`src/rtl/bcu_pkg.sv`:
```
// Shared constants and types for the conditional indirect branch unit.
// Assumes a 32-bit instruction word with big-endian field numbering.
package bcu_pkg;
    localparam int INSTR_W   = 32;
    localparam int CR_BITS   = 32;
    localparam int CR_IDX_W  = $clog2(CR_BITS);
    localparam logic [5:0] PRIMARY_OP = 6'd19;
    localparam logic [9:0] EXTEND_OP  = 10'd528;

    // Fields pulled from the word that the later stages use.
    typedef struct packed {
        logic                is_mine;
        logic                opt_always;
        logic                opt_sense;
        logic [CR_IDX_W-1:0] cr_index;
        logic                link;
    } bcu_fields_t;
endpackage

```
`src/rtl/bcu_decode.sv`:
```
// Recognises the branch-to-count-register word and splits out its fields.
// Assumes instr[31] holds big-endian bit 0. Options bits 2..4 and the
// unused B field are deliberately dropped.
module bcu_decode
    import bcu_pkg::*;
(
    input  logic [INSTR_W-1:0] instr,
    output bcu_fields_t        fields
);
    // Leftover bits with no meaning for this instruction.
    logic unused_fields;
    assign unused_fields = ^{instr[23:21], instr[15:11]};

    // Pure field extraction and opcode compare.
    always_comb begin
        fields.is_mine    = (instr[31:26] == PRIMARY_OP) && (instr[10:1] == EXTEND_OP);
        fields.opt_always = instr[25];
        fields.opt_sense  = instr[24];
        fields.cr_index   = instr[20:16];
        fields.link       = instr[0];
    end
endmodule

```
`src/rtl/bcu_cond.sv`:
```
// Evaluates the branch condition from one condition-register bit.
// Assumes index 0 names the most significant register bit.
module bcu_cond
    import bcu_pkg::*;
(
    input  logic [CR_BITS-1:0]  cr,
    input  logic [CR_IDX_W-1:0] cr_index,
    input  logic                opt_always,
    input  logic                opt_sense,
    output logic                cond_ok
);
    logic [CR_IDX_W-1:0] lsb_index;
    logic                sel_bit;

    // Convert big-endian index to a vector position and test it.
    always_comb begin
        lsb_index = CR_IDX_W'(CR_BITS - 1) - cr_index;
        sel_bit   = cr[lsb_index];
        cond_ok   = opt_always | (sel_bit == opt_sense);
    end
endmodule

```
`src/rtl/bcu_target.sv`:
```
// Forms the next address and the return address.
// Assumes ADDR_W <= CTR_W; count bits above ADDR_W are ignored.
module bcu_target #(
    parameter int ADDR_W = 32,
    parameter int CTR_W  = 64
) (
    input  logic [ADDR_W-1:0] cia,
    input  logic [CTR_W-1:0]  ctr,
    input  logic              take,
    output logic [ADDR_W-1:0] nia,
    output logic [ADDR_W-1:0] ret_addr
);
    localparam logic [ADDR_W-1:0] STEP = ADDR_W'(4);

    logic unused_ctr_hi;
    logic [ADDR_W-1:0] aligned;

    generate
        if (CTR_W > ADDR_W) begin : g_wide_ctr
            assign unused_ctr_hi = ^ctr[CTR_W-1:ADDR_W];
        end else begin : g_same_ctr
            assign unused_ctr_hi = 1'b0;
        end
    endgenerate

    // Round the target down to a word boundary and pick the next address.
    always_comb begin
        aligned  = {ctr[ADDR_W-1:2], 2'b00};
        ret_addr = cia + STEP;
        nia      = take ? aligned : ret_addr;
    end
endmodule

```
`src/rtl/ctr_branch_unit.sv`:
```
// Conditional indirect branch execute step. Registers its inputs once,
// then decides taken / next address / link write combinationally.
// Assumes synchronous active-low reset and a 32-bit condition register.
module ctr_branch_unit
    import bcu_pkg::*;
#(
    parameter int ADDR_W = 32,
    parameter int CTR_W  = 64
) (
    input  logic                clk,
    input  logic                rst_n,
    input  logic                in_valid,
    input  logic [INSTR_W-1:0]  in_instr,
    input  logic [ADDR_W-1:0]   in_cia,
    input  logic [CR_BITS-1:0]  in_cr,
    input  logic [CTR_W-1:0]    in_ctr,
    output logic [ADDR_W-1:0]   nia_o,
    output logic                taken_o,
    output logic                lnk_we_o,
    output logic [ADDR_W-1:0]   lnk_data_o,
    output logic                other_o
);
    logic               valid_q;
    logic [INSTR_W-1:0] instr_q;
    logic [ADDR_W-1:0]  cia_q;
    logic [CR_BITS-1:0] cr_q;
    logic [CTR_W-1:0]   ctr_q;

    bcu_fields_t fields;
    logic        cond_ok;
    logic        take;

    // Capture the input set; only the valid bit needs clearing.
    always_ff @(posedge clk) begin
        if (!rst_n) begin
            valid_q <= 1'b0;
            instr_q <= '0;
            cia_q   <= '0;
            cr_q    <= '0;
            ctr_q   <= '0;
        end else begin
            valid_q <= in_valid;
            instr_q <= in_instr;
            cia_q   <= in_cia;
            cr_q    <= in_cr;
            ctr_q   <= in_ctr;
        end
    end

    bcu_decode u_decode (
        .instr  (instr_q),
        .fields (fields)
    );

    bcu_cond u_cond (
        .cr         (cr_q),
        .cr_index   (fields.cr_index),
        .opt_always (fields.opt_always),
        .opt_sense  (fields.opt_sense),
        .cond_ok    (cond_ok)
    );

    bcu_target #(
        .ADDR_W (ADDR_W),
        .CTR_W  (CTR_W)
    ) u_target (
        .cia      (cia_q),
        .ctr      (ctr_q),
        .take     (take),
        .nia      (nia_o),
        .ret_addr (lnk_data_o)
    );

    // Qualify the decision and link write with the registered valid.
    always_comb begin
        take     = valid_q & fields.is_mine & cond_ok;
        taken_o  = take;
        lnk_we_o = take & fields.link;
        other_o  = valid_q & ~fields.is_mine;
    end
endmodule

```
`config.mk`:
```
export PLATFORM = sky130hd
export DESIGN_NAME = ctr_branch_unit
export DESIGN_NICKNAME = d
export VERILOG_FILES = /design/src/rtl/bcu_pkg.sv /design/src/rtl/bcu_decode.sv /design/src/rtl/bcu_cond.sv /design/src/rtl/bcu_target.sv /design/src/rtl/ctr_branch_unit.sv
export SDC_FILE = /design/constraint.sdc
export NUM_CORES = 1
export LEC_CHECK = 0
export BUFFER_PORTS_ARGS = -buffer_cell sky130_fd_sc_hd__buf_2
export CAP_MARGIN = 20
export CELL_PAD_IN_SITES_DETAIL_PLACEMENT = 1
export CELL_PAD_IN_SITES_GLOBAL_PLACEMENT = 2
export CORE_MARGIN = 2
export CORE_UTILIZATION = 28
export DETAILED_ROUTE_END_ITERATION = 8
export MAX_ROUTING_LAYER = met4
export PLACE_DENSITY = 0.81
export SYNTH_ARGS = -nofsm -noshare
export SYNTH_HDL_FRONTEND = slang
export SYNTH_SLANG_ARGS = --single-unit
```
`constraint.sdc`:
```
create_clock -name clk -period 5.8 [get_ports clk]
set_input_delay 0.58 -clock clk [delete_from_list [all_inputs] [get_ports clk]]
set_output_delay 0.58 -clock clk [all_outputs]
set_load 0.1 [all_outputs]
```
## Word-level counts from Yosys, hierarchy flattened

Cells that the tools add are included.

- Bits of input ports: 163
- Flip-flop bits (word level): 129
- Word-level logic and storage cells: 21

- Muxes and demuxes: 3
- Reductions and logical operators: 1
- $add $sub $neg: 2
- Order comparisons: 1
- Bitwise logic cells: 6
- Equal/unequal tests: 3

Operator list:

| operator | number |
|---|---|
| adder 32 x 3 -> 32 bit (second input constant) | 1 |
| two-way mux 32 bit | 1 |
| equality test 10 bit (second input constant) | 1 |
| equality test 6 x 5 -> 1 bit (second input constant) | 1 |
| less-than comparator 5 x 6 -> 1 bit (second input constant) | 1 |
| binary-select mux 1 bit (select 5 bit) | 1 |
| subtractor 5 bit (first input constant) | 1 |
| AND 1 bit | 4 |
| equality test 1 bit | 1 |
| logical AND 1 bit | 1 |
| two-way mux 1 bit | 1 |
| NOT 1 bit | 1 |
| OR 1 bit | 1 |

## Depth between registers and ports, before layout

- Depth in word-level cells: 7
- Depth in mapped cells: 10

## Modules after synthesis

A second synthesis with hierarchy kept.

- Cell total of the unflattened synthesis: 571
- Area total of the unflattened synthesis: 5980.7 µm²

By module, submodules not included:

| module | times used | area each (µm²) | cells each | seq. area each (µm²) |
|---|---|---|---|---|
| ctr_branch_unit | 1 | 4399.2 | 342 | 3223.1 |
| bcu_target | 1 | 1109.8 | 172 | 0.0 |
| bcu_cond | 1 | 347.8 | 44 | 0.0 |
| bcu_decode | 1 | 123.9 | 13 | 0.0 |

## Worst setup path after synthesis

OpenSTA, ideal clock, no wires.

- Kind: flip-flop to output port
- Start point: register cia_q[9]
- End point: output nia_o[26]
- Arrival time: 3830 ps
- Buffers on the path: 0
- Setup slack: 1390 ps
- Required time: 5220 ps
- Cell stages (with the launch flop): 8
- Path through: dfxtp_1 nand2_1 nor2_1 nand4_1 nor3_2 nand4_1 xnor2_1 mux2_1

- Longest elaborated chain between the ends: 2

RTL lines:

| what | line | RTL |
|---|---|---|
| from (decl) | ctr_branch_unit.sv:25 | `logic [ADDR_W-1:0] cia_q;` |
| from (signal assigned) | ctr_branch_unit.sv:44 | `cia_q <= in_cia;` |
| adder 32 x 3 -> 32 bit | bcu_target.sv:29 | `ret_addr = cia + STEP;` |
| named net lnk_data_o[26] | ctr_branch_unit.sv:20 | `output logic [ADDR_W-1:0] lnk_data_o,` |
| two-way mux 32 bit | bcu_target.sv:30 | `nia = take ? aligned : ret_addr;` |
| to (decl) | ctr_branch_unit.sv:17 | `output logic [ADDR_W-1:0] nia_o,` |

The timed path passes the listed nets, and every way through them passes these cells.

## Worst setup path in the final report

- Start point: register instr_q[17]
- End point: output nia_o[4]

- Longest elaborated chain between the ends: 7

RTL lines:

| what | line | RTL |
|---|---|---|
| from (decl) | ctr_branch_unit.sv:24 | `logic [INSTR_W-1:0] instr_q;` |
| from (signal assigned) | ctr_branch_unit.sv:43 | `instr_q <= in_instr;` |
| subtractor 5 bit | bcu_cond.sv:17 | `lsb_index = CR_IDX_W'(CR_BITS - 1) - cr_index;` |
| binary-select mux 1 bit (select 5 bit) | bcu_cond.sv:18 | `sel_bit = cr[lsb_index];` |
| two-way mux 1 bit (implied by the code) | bcu_cond.sv:18 |  |
| equality test 1 bit | bcu_cond.sv:19 | `cond_ok = opt_always \| (sel_bit == opt_sense);` |
| OR 1 bit | bcu_cond.sv:19 |  |
| AND 1 bit | ctr_branch_unit.sv:76 | `take = valid_q & fields.is_mine & cond_ok;` |
| two-way mux 32 bit | bcu_target.sv:30 |  |

Every way passes these cells. The select of a mux whose other input is x is not followed.

==> flow_results.xml <==
<?xml version="1.0" encoding="UTF-8"?>
<metrics>
  <group name="sta">
    <metric name="grt_setup_unrepaired" unit="">false</metric>
    <metric name="period_needed" unit="ns">4.33</metric>
    <metric name="timing.final.crit_share" unit="%">74.6</metric>
    <metric name="fmax" unit="MHz">231</metric>
    <metric name="timing.final.hold_violations" unit="">0</metric>
    <metric name="tightest_slew" unit="ns">0.940</metric>
    <metric name="fin_setup_tns" unit="ns">0</metric>
    <metric name="max-slew-margin-rel" unit="%">37.3</metric>
    <metric name="fin_worst_hold_slack" unit="ns">0.378</metric>
    <metric name="timing.final.max_slew_violations" unit="">0</metric>
    <metric name="final-setup-viol-count" unit="">0</metric>
  </group>
  <group name="layout">
    <metric name="final_stage_net_count" unit="">771</metric>
    <metric name="flow.area_growth_from_synthesis" unit="%">36.4</metric>
    <metric name="num-fill-cells" unit="">1853</metric>
    <metric name="drive_above_1_share" unit="%">39.8</metric>
    <metric name="final-seq-area" unit="um^2">2380</metric>
    <metric name="multi_input_logic_area" unit="um^2">2030</metric>
    <metric name="antenna_cells" unit="">0</metric>
  </group>
  <group name="setup_path">
    <metric name="cp.arrival" unit="ns">3.75</metric>
    <metric name="worst-path-max-fanout" unit="">26</metric>
    <metric name="crit_path_end_kind" unit="">primary output</metric>
    <metric name="setup.worst_path.start_class" unit="">flop</metric>
    <metric name="timing_worst_setup_path_type" unit="">reg2out</metric>
    <metric name="worstPathRequired" unit="ns">5.22</metric>
  </group>
  <group name="logic_synthesis">
    <metric name="synthesis.nets" unit="">583</metric>
    <metric name="netlist_area" unit="um^2">4550</metric>
    <metric name="seq_area_frac_synth" unit="%">52.3</metric>
    <metric name="yosysTopAreaCell" unit="">sky130_fd_sc_hd__dfxtp_1</metric>
    <metric name="synth.yosys.warnings" unit="">0</metric>
    <metric name="syn-instance-count" unit="">419</metric>
    <metric name="largest_cells_by_area_after_synthesis" unit="">sky130_fd_sc_hd__dfxtp_1, sky130_fd_sc_hd__and2_1, sky130_fd_sc_hd__mux2_4, sky130_fd_sc_hd__xnor2_1, sky130_fd_sc_hd__mux2i_1</metric>
    <metric name="synth.ff_latch_count" unit="">119</metric>
    <metric name="synth_top_cell_area_share" unit="%">52.3</metric>
    <metric name="syn_avg_cell_area" unit="um^2">10.9</metric>
    <metric name="synthDistinctLibCells" unit="">29</metric>
  </group>
  <group name="clock_network">
    <metric name="worst_setup_hold_path_clk_slew" unit="ns">0.06</metric>
    <metric name="holdBufCountCts" unit="">0</metric>
    <metric name="cts_post_setup_buffers_inserted" unit="">0</metric>
    <metric name="tritoncts" unit="">yes</metric>
    <metric name="cts_htree_levels" unit="">4</metric>
    <metric name="clockBufferDepth" unit="">2</metric>
    <metric name="cts_made_buffers" unit="">17</metric>
    <metric name="clock-root-buffer" unit="">sky130_fd_sc_hd__clkbuf_16</metric>
    <metric name="clkSinkCount" unit="">119</metric>
    <metric name="post_cts_resize_count" unit="">0</metric>
  </group>
  <group name="hold_path">
    <metric name="hold_path_startpoint" unit="">in_cia[27]</metric>
    <metric name="worst_hold_path.num_cells" unit="">2</metric>
    <metric name="hold_path_class" unit="">in2reg</metric>
    <metric name="hold_path_end" unit="">cia_q[27]</metric>
  </group>
  <group name="pwr">
    <metric name="power_per_cell_area" unit="nW/um^2">355</metric>
    <metric name="internal_power" unit="mW">1.56</metric>
    <metric name="power.clock.fraction" unit="%">44.5</metric>
    <metric name="power_frac_seq" unit="%">40.2</metric>
    <metric name="ir_worst_vdd" unit="mV">0.184</metric>
    <metric name="p_leak" unit="nW">2.89</metric>
    <metric name="netSwitchingPower" unit="mW">0.646</metric>
    <metric name="sw_frac_of_total" unit="%">29.3</metric>
    <metric name="share_comb_of_total_power" unit="%">15.3</metric>
  </group>
  <group name="global_route">
    <metric name="grt_antenna_before_repair" unit="">0</metric>
    <metric name="number_of_global_route_vias_before_repair" unit="">3759</metric>
    <metric name="grt_util_all_layers" unit="%">14.3</metric>
    <metric name="grt_overflow" unit="">0</metric>
    <metric name="grt_max_degree" unit="">120</metric>
    <metric name="grt_pass1_wl" unit="mm">19.0</metric>
  </group>
  <group name="route">
    <metric name="num_vias" unit="">3490</metric>
    <metric name="drc_errors" unit="">0</metric>
    <metric name="drt-pass1-iter-count" unit="">3</metric>
    <metric name="drt_iter0_markers" unit="">100</metric>
    <metric name="drt_wl_total" unit="mm">11.6</metric>
    <metric name="wire_per_inst" unit="um">13.9</metric>
    <metric name="route.detailed.vias_per_inst" unit="">4.17</metric>
    <metric name="maxUsedRoutingLayer" unit="">met4</metric>
    <metric name="routed_metal_1_wirelength" unit="mm">5.02</metric>
    <metric name="routed-wl-met3" unit="um">731</metric>
    <metric name="detailroute.wirelength.met2" unit="mm">5.71</metric>
    <metric name="postRouteAntennaNets" unit="">0</metric>
  </group>
  <group name="floorplan">
    <metric name="rows" unit="">46</metric>
    <metric name="floorplan.io_pins" unit="">230</metric>
    <metric name="die-area" unit="um^2">17300</metric>
    <metric name="chipWidth" unit="um">132</metric>
    <metric name="starting_density_of_the_core" unit="%">28.7</metric>
    <metric name="die_h" unit="um">132</metric>
    <metric name="core" unit="um^2">15900</metric>
  </group>
  <group name="placement">
    <metric name="portBuffers" unit="">187</metric>
    <metric name="place_congestion" unit="">0.770</metric>
    <metric name="hpwlAfterDp" unit="mm">8.91</metric>
  </group>
  <group name="flow_run">
    <metric name="maxCapViolations" unit="">0</metric>
  </group>
  <group name="status">
    <metric name="status" unit="">finished clean</metric>
  </group>
</metrics>
==> critical path, stage by stage, from the launching register on <==
cell and delay [ns]:
sky130_fd_sc_hd__dfxtp_1 0.93, sky130_fd_sc_hd__mux2i_1 0.22, sky130_fd_sc_hd__a211oi_1 0.30, sky130_fd_sc_hd__nand3_1 0.11
sky130_fd_sc_hd__nand4_1 0.15, sky130_fd_sc_hd__xnor2_1 0.12, sky130_fd_sc_hd__o21ai_4 0.34, sky130_fd_sc_hd__buf_4 0.47
sky130_fd_sc_hd__mux2_2 0.39, sky130_fd_sc_hd__buf_2 0.29
==> through the flow <==
stage	util [%]	setup slack (ns)	total power, mW	cells	instance area [um^2]
6_report	39.1	1.47	2.20	836	6210
3_5_place_dp	35.5	1.86	1.24	804	5650
3_3_place_gp	35.5	1.88	1.24	804	5650
5_1_grt	39.1	1.21	2.30	836	6210
2_1_floorplan	-	1.39	1.16	419	4550
4_1_cts	39.1	1.37	2.24	836	6210
==> Yosys cell counts <==
library cell and instances:
sky130_fd_sc_hd__a211oi_1 1, sky130_fd_sc_hd__nand2b_1 2, sky130_fd_sc_hd__ha_1 1, sky130_fd_sc_hd__and2_1 124, sky130_fd_sc_hd__nor2b_1 2, sky130_fd_sc_hd__mux2_1 6
sky130_fd_sc_hd__mux2i_1 16, sky130_fd_sc_hd__mux2_2 4, sky130_fd_sc_hd__and3_1 3, sky130_fd_sc_hd__mux2_4 20, sky130_fd_sc_hd__xnor2_1 22, sky130_fd_sc_hd__nor3_2 1
sky130_fd_sc_hd__nor3_1 3, sky130_fd_sc_hd__dfxtp_1 119, sky130_fd_sc_hd__buf_12 1, sky130_fd_sc_hd__buf_4 2, sky130_fd_sc_hd__and4_1 2, sky130_fd_sc_hd__buf_6 4
sky130_fd_sc_hd__xor2_1 7, sky130_fd_sc_hd__nand2_1 17, sky130_fd_sc_hd__a21oi_1 3, sky130_fd_sc_hd__nand3_1 16, sky130_fd_sc_hd__inv_1 4, sky130_fd_sc_hd__a22oi_1 4
sky130_fd_sc_hd__clkbuf_1 13, sky130_fd_sc_hd__o21ai_4 1, sky130_fd_sc_hd__nor4b_1 3, sky130_fd_sc_hd__nor2_1 10, sky130_fd_sc_hd__nand4_1 8
==> worst max path at each step <==
stage | from | endpoint
5_1_grt | instr_q[17] | nia_o[4]
2_1_floorplan | cia_q[9] | nia_o[26]
3_3_place_gp | instr_q[17] | nia_o[3]
6_report | instr_q[17] | nia_o[4]
4_1_cts | instr_q[17] | nia_o[2]
3_5_place_dp | instr_q[17] | nia_o[2]
==> cell families after synthesis <==
group | Yosys count | share of synthesized area (%)
simple gates | 191 | 24.6
buf+inv | 24 | 3.16
mux | 46 | 12.6
xor+xnor | 29 | 5.58
flops | 119 | 52.3
compound gates | 9 | 1.51
fa+ha+maj | 1 | 0.275
==> layout make-up <==
type,count,share of cell area (%)
inverter,4,0.242
multi-input combinational,276,32.6
timing repair buffer,189,15.3
clock inverter,14,2.05
clock buffer,18,7.07
sequential,119,38.3
tap,216,4.35
==> routing by layer <==
layer  GRT usage [%]  vias to the layer above
li1                -                     1741
met1            16.2                     1602
met2            24.1                      133
met3            4.82                       14
met4            4.29                        0
met5               -                        -
==> placed cells by master (no fill, tap or decap), drive strengths merged, types with 6 or more instances in the layout <==
cell and instances:
clkbuf 18, xor2 7, mux2 30, nand2 17
clkinvlp 7, buf 189, mux2i 16, dfxtp 119
inv 6, nand3 16, nor2 10, and2 124
nand4 8, xnor2 22
==> power groups by stage <==
stage	Combinational [mW]	Clock [mW]	Sequential [mW]
after global routing	0.356	1.05	0.890
after global placement	0.335	0	0.901
after CTS	0.342	1.01	0.886
after floorplan	0.270	0	0.894
final	0.337	0.981	0.885
after detailed placement	0.341	0	0.903
==> state kept, by name, summed over array words and instances (netlist names) <==
| name | flops |
|---|---|
| cia_q | 32 |
| cr_q | 32 |
| ctr_q | 30 |
| instr_q | 24 |
| valid_q | 1 |
Note: power is estimated with default switching activity, not from simulation.
